$ cat src/rtl/pic_pkg.sv
package pic_pkg;
  typedef enum logic [2:0] {OP_SKIP, OP_ADD1, OP_SUB1, OP_ADD2, OP_SUB2} op_e;
  typedef enum logic [1:0] {ST_IDLE, ST_RUN, ST_DONE} st_e;
endpackage

$ cat src/rtl/pic_corr_store.sv
module pic_corr_store #(
  parameter int N_USR = 8,
  parameter int DW    = 12,
  localparam int UW   = $clog2(N_USR)
) (
  input  logic                 clk_i,
  input  logic                 rst_ni,
  input  logic                 we_i,
  input  logic [UW-1:0]        wrow_i,
  input  logic [UW-1:0]        wcol_i,
  input  logic signed [DW-1:0] wdata_i,
  input  logic [UW-1:0]        rrow_i,
  input  logic [UW-1:0]        rcol_i,
  output logic signed [DW-1:0] rdata_o
);
  logic signed [DW-1:0] mem_q [N_USR][N_USR];

  always_ff @(posedge clk_i or negedge rst_ni) begin
    if (!rst_ni) begin
      for (int r = 0; r < N_USR; r++)
        for (int c = 0; c < N_USR; c++)
          mem_q[r][c] <= '0;
    end else if (we_i) begin
      mem_q[wrow_i][wcol_i] <= wdata_i;
    end
  end

  assign rdata_o = mem_q[rrow_i][rcol_i];

  // a write lands at its row/column
  a_r1_corr_write: assert property (@(posedge clk_i) disable iff (!rst_ni)
    we_i |=> (mem_q[$past(wrow_i)][$past(wcol_i)] == $past(wdata_i)));
endmodule

$ cat src/rtl/pic_recoder.sv
module pic_recoder
  import pic_pkg::*;
(
  input  logic [1:0] cur_i,
  input  logic [1:0] prev_i,
  input  logic       diag_i,
  output op_e        op_o
);
  function automatic logic signed [2:0] dec_val(input logic [1:0] c);
    case (c)
      2'b01:   return 3'sd1;
      2'b11:   return -3'sd1;
      default: return 3'sd0;
    endcase
  endfunction

  logic signed [2:0] diff;
  assign diff = dec_val(cur_i) - dec_val(prev_i);

  always_comb begin
    op_o = OP_SKIP;
    if (!diag_i) begin
      case (diff)
        3'sd1:   op_o = OP_ADD1;
        -3'sd1:  op_o = OP_SUB1;
        3'sd2:   op_o = OP_ADD2;
        -3'sd2:  op_o = OP_SUB2;
        default: op_o = OP_SKIP;
      endcase
    end
  end
endmodule

$ cat src/rtl/pic_shift_alu.sv
module pic_shift_alu
  import pic_pkg::*;
#(
  parameter int DW = 12,
  parameter int AW = DW + 4
) (
  input  logic signed [AW-1:0] acc_i,
  input  logic signed [DW-1:0] corr_i,
  input  op_e                  op_i,
  output logic signed [AW-1:0] acc_o
);
  logic signed [AW-1:0] ext, ext_sh;
  assign ext    = {{(AW-DW){corr_i[DW-1]}}, corr_i};
  assign ext_sh = ext <<< 1;

  always_comb begin
    case (op_i)
      OP_ADD1: acc_o = acc_i + ext;
      OP_SUB1: acc_o = acc_i - ext;
      OP_ADD2: acc_o = acc_i + ext_sh;
      OP_SUB2: acc_o = acc_i - ext_sh;
      default: acc_o = acc_i;
    endcase
  end
endmodule

$ cat src/rtl/pic_stage.sv
module pic_stage
  import pic_pkg::*;
#(
  parameter int N_USR = 8,
  parameter int DW    = 12,
  parameter int AW    = DW + 4,
  localparam int UW   = $clog2(N_USR)
) (
  input  logic                clk_i,
  input  logic                rst_ni,
  input  logic                corr_we_i,
  input  logic [UW-1:0]       corr_row_i,
  input  logic [UW-1:0]       corr_col_i,
  input  logic [DW-1:0]       corr_data_i,
  input  logic                ld_i,
  output logic                rdy_o,
  input  logic [N_USR*DW-1:0] mf_i,
  input  logic [N_USR*AW-1:0] intf_i,
  input  logic [2*N_USR-1:0]  dec_cur_i,
  input  logic [2*N_USR-1:0]  dec_prev_i,
  input  logic                last_stage_i,
  input  logic                take_i,
  output logic                ld_o,
  output logic                out_valid_o,
  output logic [N_USR*DW-1:0] mf_o,
  output logic [N_USR*AW-1:0] intf_o,
  output logic [N_USR*DW-1:0] soft_o,
  output logic [2*N_USR-1:0]  dec_o,
  output logic [2*N_USR-1:0]  dec_prev_o
);
  localparam logic signed [AW:0] SMAX = (AW+1)'((1 << (DW-1)) - 1);
  localparam logic signed [AW:0] SMIN = ~SMAX;
  localparam logic [UW-1:0]      ULAST = UW'(N_USR-1);

  st_e                  st_q;
  logic                 ph_q;
  logic [UW-1:0]        k_q, j_q, k_nxt;
  logic signed [AW-1:0] acc_q, acc_nxt;
  logic [N_USR*DW-1:0]  mf_q, soft_q;
  logic [N_USR*AW-1:0]  intf_in_q, intfo_q;
  logic [2*N_USR-1:0]   cur_q, prev_q, dec_q;
  logic signed [DW-1:0] corr_rd;
  op_e                  op;
  logic signed [AW:0]   diff;
  logic signed [DW-1:0] soft_val;
  logic                 tick, accept;

  pic_corr_store #(.N_USR(N_USR), .DW(DW)) u_store (
    .clk_i, .rst_ni,
    .we_i(corr_we_i), .wrow_i(corr_row_i), .wcol_i(corr_col_i),
    .wdata_i(corr_data_i), .rrow_i(k_q), .rcol_i(j_q), .rdata_o(corr_rd)
  );

  // recoding of column j overlaps the fetch of its correlation
  pic_recoder u_rec (
    .cur_i(cur_q[2*j_q +: 2]), .prev_i(prev_q[2*j_q +: 2]),
    .diag_i(j_q == k_q), .op_o(op)
  );

  pic_shift_alu #(.DW(DW), .AW(AW)) u_alu (
    .acc_i(acc_q), .corr_i(corr_rd), .op_i(op), .acc_o(acc_nxt)
  );

  always_comb begin
    diff = {{(AW+1-DW){mf_q[k_q*DW+DW-1]}}, mf_q[k_q*DW +: DW]}
         - {acc_nxt[AW-1], acc_nxt};
    if (diff > SMAX)      soft_val = SMAX[DW-1:0];
    else if (diff < SMIN) soft_val = SMIN[DW-1:0];
    else                  soft_val = diff[DW-1:0];
  end

  assign k_nxt  = k_q + 1'b1;
  assign tick   = ph_q && (st_q == ST_RUN);
  assign accept = ld_i && (st_q == ST_IDLE);

  always_ff @(posedge clk_i or negedge rst_ni) begin
    if (!rst_ni) begin
      st_q      <= ST_IDLE;
      ph_q      <= 1'b0;
      k_q       <= '0;
      j_q       <= '0;
      acc_q     <= '0;
      mf_q      <= '0;
      intf_in_q <= '0;
      cur_q     <= '0;
      prev_q    <= '0;
      soft_q    <= '0;
      intfo_q   <= '0;
      dec_q     <= '0;
    end else begin
      ph_q <= ~ph_q;  // half-rate datapath enable
      case (st_q)
        ST_IDLE: if (accept) begin
          mf_q      <= mf_i;
          intf_in_q <= intf_i;
          cur_q     <= dec_cur_i;
          prev_q    <= dec_prev_i;
          acc_q     <= intf_i[AW-1:0];
          k_q       <= '0;
          j_q       <= '0;
          st_q      <= ST_RUN;
        end
        ST_RUN: if (tick) begin
          if (j_q == ULAST) begin
            soft_q[k_q*DW +: DW]  <= soft_val;
            intfo_q[k_q*AW +: AW] <= acc_nxt;
            dec_q[2*k_q +: 2]     <= soft_val[DW-1] ? 2'b11 : 2'b01;
            j_q                   <= '0;
            k_q                   <= k_nxt;
            acc_q                 <= intf_in_q[k_nxt*AW +: AW];
            if (k_q == ULAST) st_q <= ST_DONE;
          end else begin
            acc_q <= acc_nxt;
            j_q   <= j_q + 1'b1;
          end
        end
        ST_DONE: if (take_i) st_q <= ST_IDLE;
        default: st_q <= ST_IDLE;
      endcase
    end
  end

  assign rdy_o       = (st_q == ST_IDLE);
  assign ld_o        = (st_q == ST_DONE) && !last_stage_i;
  assign out_valid_o = (st_q == ST_DONE) && last_stage_i;
  assign mf_o        = mf_q;
  assign intf_o      = intfo_q;
  assign soft_o      = soft_q;
  assign dec_o       = dec_q;
  assign dec_prev_o  = cur_q;

  // accepting leaves the idle state
  a_r7_accept_busy: assert property (@(posedge clk_i) disable iff (!rst_ni)
    (rdy_o && ld_i) |=> !rdy_o);
  // result held until taken
  a_r8_hold_result: assert property (@(posedge clk_i) disable iff (!rst_ni)
    ((ld_o || out_valid_o) && !take_i) |=> ($stable(soft_o) && $stable(dec_o) && $stable(intf_o)));
  // datapath advances only on alternate cycles
  a_r10_half_rate: assert property (@(posedge clk_i) disable iff (!rst_ni)
    (st_q == ST_RUN && !ph_q) |=> ($stable(acc_q) && $stable(j_q)));
  // strobe routing is exclusive
  a_r9_one_strobe: assert property (@(posedge clk_i) disable iff (!rst_ni)
    !(ld_o && out_valid_o));

  for (genvar u = 0; u < N_USR; u++) begin : g_chk
    // decision agrees with soft sign once done
    a_r5_dec_sign: assert property (@(posedge clk_i) disable iff (!rst_ni)
      (st_q == ST_DONE) |-> (dec_q[2*u +: 2] == (soft_q[u*DW+DW-1] ? 2'b11 : 2'b01)));
  end
endmodule

$ cat config.mk
export PLATFORM = sky130hd
export DESIGN_NAME = pic_stage
export DESIGN_NICKNAME = d
export VERILOG_FILES = /design/src/rtl/pic_pkg.sv /design/src/rtl/pic_corr_store.sv /design/src/rtl/pic_recoder.sv /design/src/rtl/pic_shift_alu.sv /design/src/rtl/pic_stage.sv
export SDC_FILE = /design/constraint.sdc
export NUM_CORES = 2
export LEC_CHECK = 0
export ABC_AREA = 1
export BUFFER_PORTS_ARGS = -buffer_cell sky130_fd_sc_hd__clkbuf_2
export CAP_MARGIN = 10
export CORE_MARGIN = 10
export CORE_UTILIZATION = 35
export CTS_CLUSTER_SIZE = 24
export DETAILED_ROUTE_END_ITERATION = 7
export HOLD_SLACK_MARGIN = 0.12
export PLACE_DENSITY = 0.53
export SETUP_SLACK_MARGIN = 0.15
export SLEW_MARGIN = 20
export SYNTH_ARGS = -nofsm -noshare
export SYNTH_HDL_FRONTEND = slang
export SYNTH_SLANG_ARGS = --single-unit
$ cat constraint.sdc
create_clock -name clk_i -period 8.92 [get_ports clk_i]
set_input_delay 1.784 -clock clk_i [delete_from_list [all_inputs] [get_ports clk_i]]
set_output_delay 1.784 -clock clk_i [all_outputs]
set_load 0.01 [all_outputs]
==> impl_metrics.tcl <==
set metrics [dict create \
    firstDrtPassIters 6 \
    dpl.hpwl_um 160000 \
    viasPerCell 5.41 \
    ant_nets 0 \
    p_per_area_nw_per_um2 330 \
    synth_edf_count 0 \
    hold_viol 0 \
    grt_pass1_wl_um 350000 \
    cts_tree "built" \
    relSlewSlack_pct 21.5 \
    ir_drop_mv 0.236 \
    hp-class "reg2reg" \
    synth_top_cell_by_area "dfrtp_1" \
    slew_violations 0 \
    cts-root-buf "clkbuf_16" \
    port_buffers 634 \
    ys_seq_area_share_pct 53.7 \
    core_um2 171000 \
    period_share_pct 91.5 \
    drv_cap 0 \
    cts_max_level 4 \
    synthCells 7328 \
    synth_nets 7672 \
    status "finished clean" \
    drcViolationCount 0 \
    rsz0062_at_grt "false" \
    vias 54447 \
    synth.avg_cell_area_um2 8.20 \
    die_w_um 434 \
    drtIter0Drc 5810 \
    max_freq_ghz 0.123 \
    grt_usage_pct 24.2 \
    synth_cell_types 64 \
    initial_core_util_pct 35.1 \
    p_leak_nw 34.4 \
    min_period_ns 8.16 \
    drive_gt1_share_pct 14.5 \
    crit_fanout 48 \
    skew_ns 0.0314 \
    ys_warn_count 0 \
    crit_top_cell "nand2_1" \
    startpoint_type "flip-flop" \
    wl_um 237000 \
    layout.nets 8058 \
    grt_max_degree 253 \
    grt_pass1_vias 51589 \
    syn-cell-area_um2 60100 \
    ios 635 \
    critPathKind "reg2reg" \
    path_clk_slew_ns 0.06 \
    fin_util_pct 41.2 \
    dieArea_um2 189000 \
    row_count 152 \
    finalSetupTns_ns 0 \
    cts_buffer_depth 3 \
    ys_async_sr_fraction_pct 100 \
    antenna_found_initial 10 \
    mostFrequentLayoutCells "nand2_1 (2010), o21ai_0 (1517), dfrtp_1 (1284), nor2_1 (687), clkbuf_2 (633)" \
    overflow 0 \
    worstMarginPinSlew_ns 1.18 \
    synth-main-ff-cell "dfrtp_1" \
    setup_viol 0 \
    die_y_um 434 \
    ys_ff_latch 1289 \
    place_ws_ns 0.531 \
    layout_setup_ws_ns 0.759 \
    final_common_cell "nand2_1" \
    area_growth_pct 17.3 \
    worstPathRequired_ns 9.65 \
    critPathCaptureType "flip-flop" \
    crit_slowest_cell "dfrtp_4" \
    p_total_mw 23.2 \
    synth_top_area_share_pct 53.7 \
    gp_congestion 0.933 \
    slowest_delay_ns 0.55 \
    numCtsBuffers 148 \
    clk-insertion-delay-late_ns 0.82 \
    wl_per_cell_um 23.5 \
    cp_data_arrival_time_ns 8.90 \
    synth.top_cells.by_area "dfrtp_1 (54%), o21ai_0 (13%), nand2_1 (13%)" \
    clock_sinks 1289 \
]
[worst paths after layout]
check,start,endpoint,slack (ns),depth (start not counted)
worst max-delay path,k_q[0],soft_o[53],0.76,46
worst min-delay path,prev_q[3],prev_q[3],0.47,2
worst max register to register,k_q[0],soft_o[53],0.76,46
worst min register to register,prev_q[3],prev_q[3],0.47,2
max in group asynchronous,rst_ni,intf_o[76],5.91,3
min in group asynchronous,rst_ni,dec_prev_o[11],0.90,1
[logic make-up (layout without fill, tap and decap cells)]
logic type / Yosys count / after routing / share of synthesized area (%)
adder cells (fa/ha/maj): 64 / 64 / 1.39
flip-flops: 1289 / 1289 / 53.7
XOR/XNOR: 27 / 27 / 0.425
AND/OR/NAND/NOR: 2948 / 2948 / 19.3
buffers and inverters: 828 / 1331 / 5.47
AO/OA/AOI/OAI: 2172 / 2172 / 19.8
other: 0 / 1 / 0
[repair_timing]
action	CTS	global route
setup buffers	0	8
resized for setup	0	28
setup endpoints to repair	0	96
hold buffers	0	0
hold endpoints to repair	0	0
[layout make-up]
class / instances / area, um2
Timing Repair Buffer: 761 / 4470
Antenna cell: 1 / 2.50
Tap cell: 2233 / 2790
Multi-Input combinational cell: 5211 / 24600
Inverter: 303 / 1210
Clock inverter: 45 / 712
Clock buffer: 222 / 4400
Fill cell: 17411 / 101000
Sequential cell: 1289 / 32300
[metrics by stage]
step           std cells  cell area [um2]  hold WS, ns
2_1_floorplan       7328            60100        0.417
3_3_place_gp        9788            65200        0.451
3_5_place_dp        9788            65200        0.459
4_1_cts            10055            70300        0.473
5_1_grt            10064            70500        0.494
6_report           10065            70500        0.470
[state kept, by name, indices dropped and copies added (netlist names), 3 cells and up]
| name | flops |
|---|---|
| acc_q | 16 |
| u_store.mem_q | 768 |
| j_q | 3 |
| prev_q | 16 |
| k_q | 3 |
| intf_in_q | 128 |
| dec_prev_o | 16 |
| intf_o | 128 |
| soft_o | 96 |
| mf_o | 96 |
| dec_o | 16 |
[Yosys cell counts (all sizes together) (2+ instances only)]
cell type / number
or2: 27
a31oi: 11
ha: 59
clkinv: 16
nand3: 143
nand2: 2032
o21a: 16
nor3: 29
nand3b: 4
xnor2: 8
o22ai: 259
o22a: 4
a221oi: 25
a21boi: 2
inv: 287
o211ai: 37
o221ai: 27
dfrtp: 1289
o31ai: 3
o21ai: 1588
nand4: 13
xor2: 19
a22oi: 4
a32o: 11
a21o: 3
fa: 5
o311ai: 13
a211oi: 3
a21oi: 151
o21bai: 7
a41oi: 5
clkbuf: 440
buf: 85
nor2: 698
[power by group]
part | switching, mW | internal (mW)
logic | 6.19 | 2.88
registers | 0.815 | 6.96
clock network | 2.61 | 3.78
total | 9.61 | 13.6
[worst max-delay path, delay by kind of cell, from the launching register on]
kind                     cells  cell delay [ns]
AO/OA/AOI/OAI               17             3.18
AND/OR/NAND/NOR             21             2.45
adder cells (fa/ha/maj)      3             0.96
buffers and inverters        4             0.68
flip-flops                   1             0.55
XOR/XNOR                     1             0.21
[per-layer routing]
metal | vias up | global-route usage, % | wire, um
li1 | 25187 | - | -
met1 | 26888 | 33.3 | 103000
met2 | 2019 | 38.4 | 109000
met3 | 347 | 3.91 | 16100
met4 | 6 | 9.01 | 9500
met5 | - | 0 | 34
(Power assumes the default switching activity.)
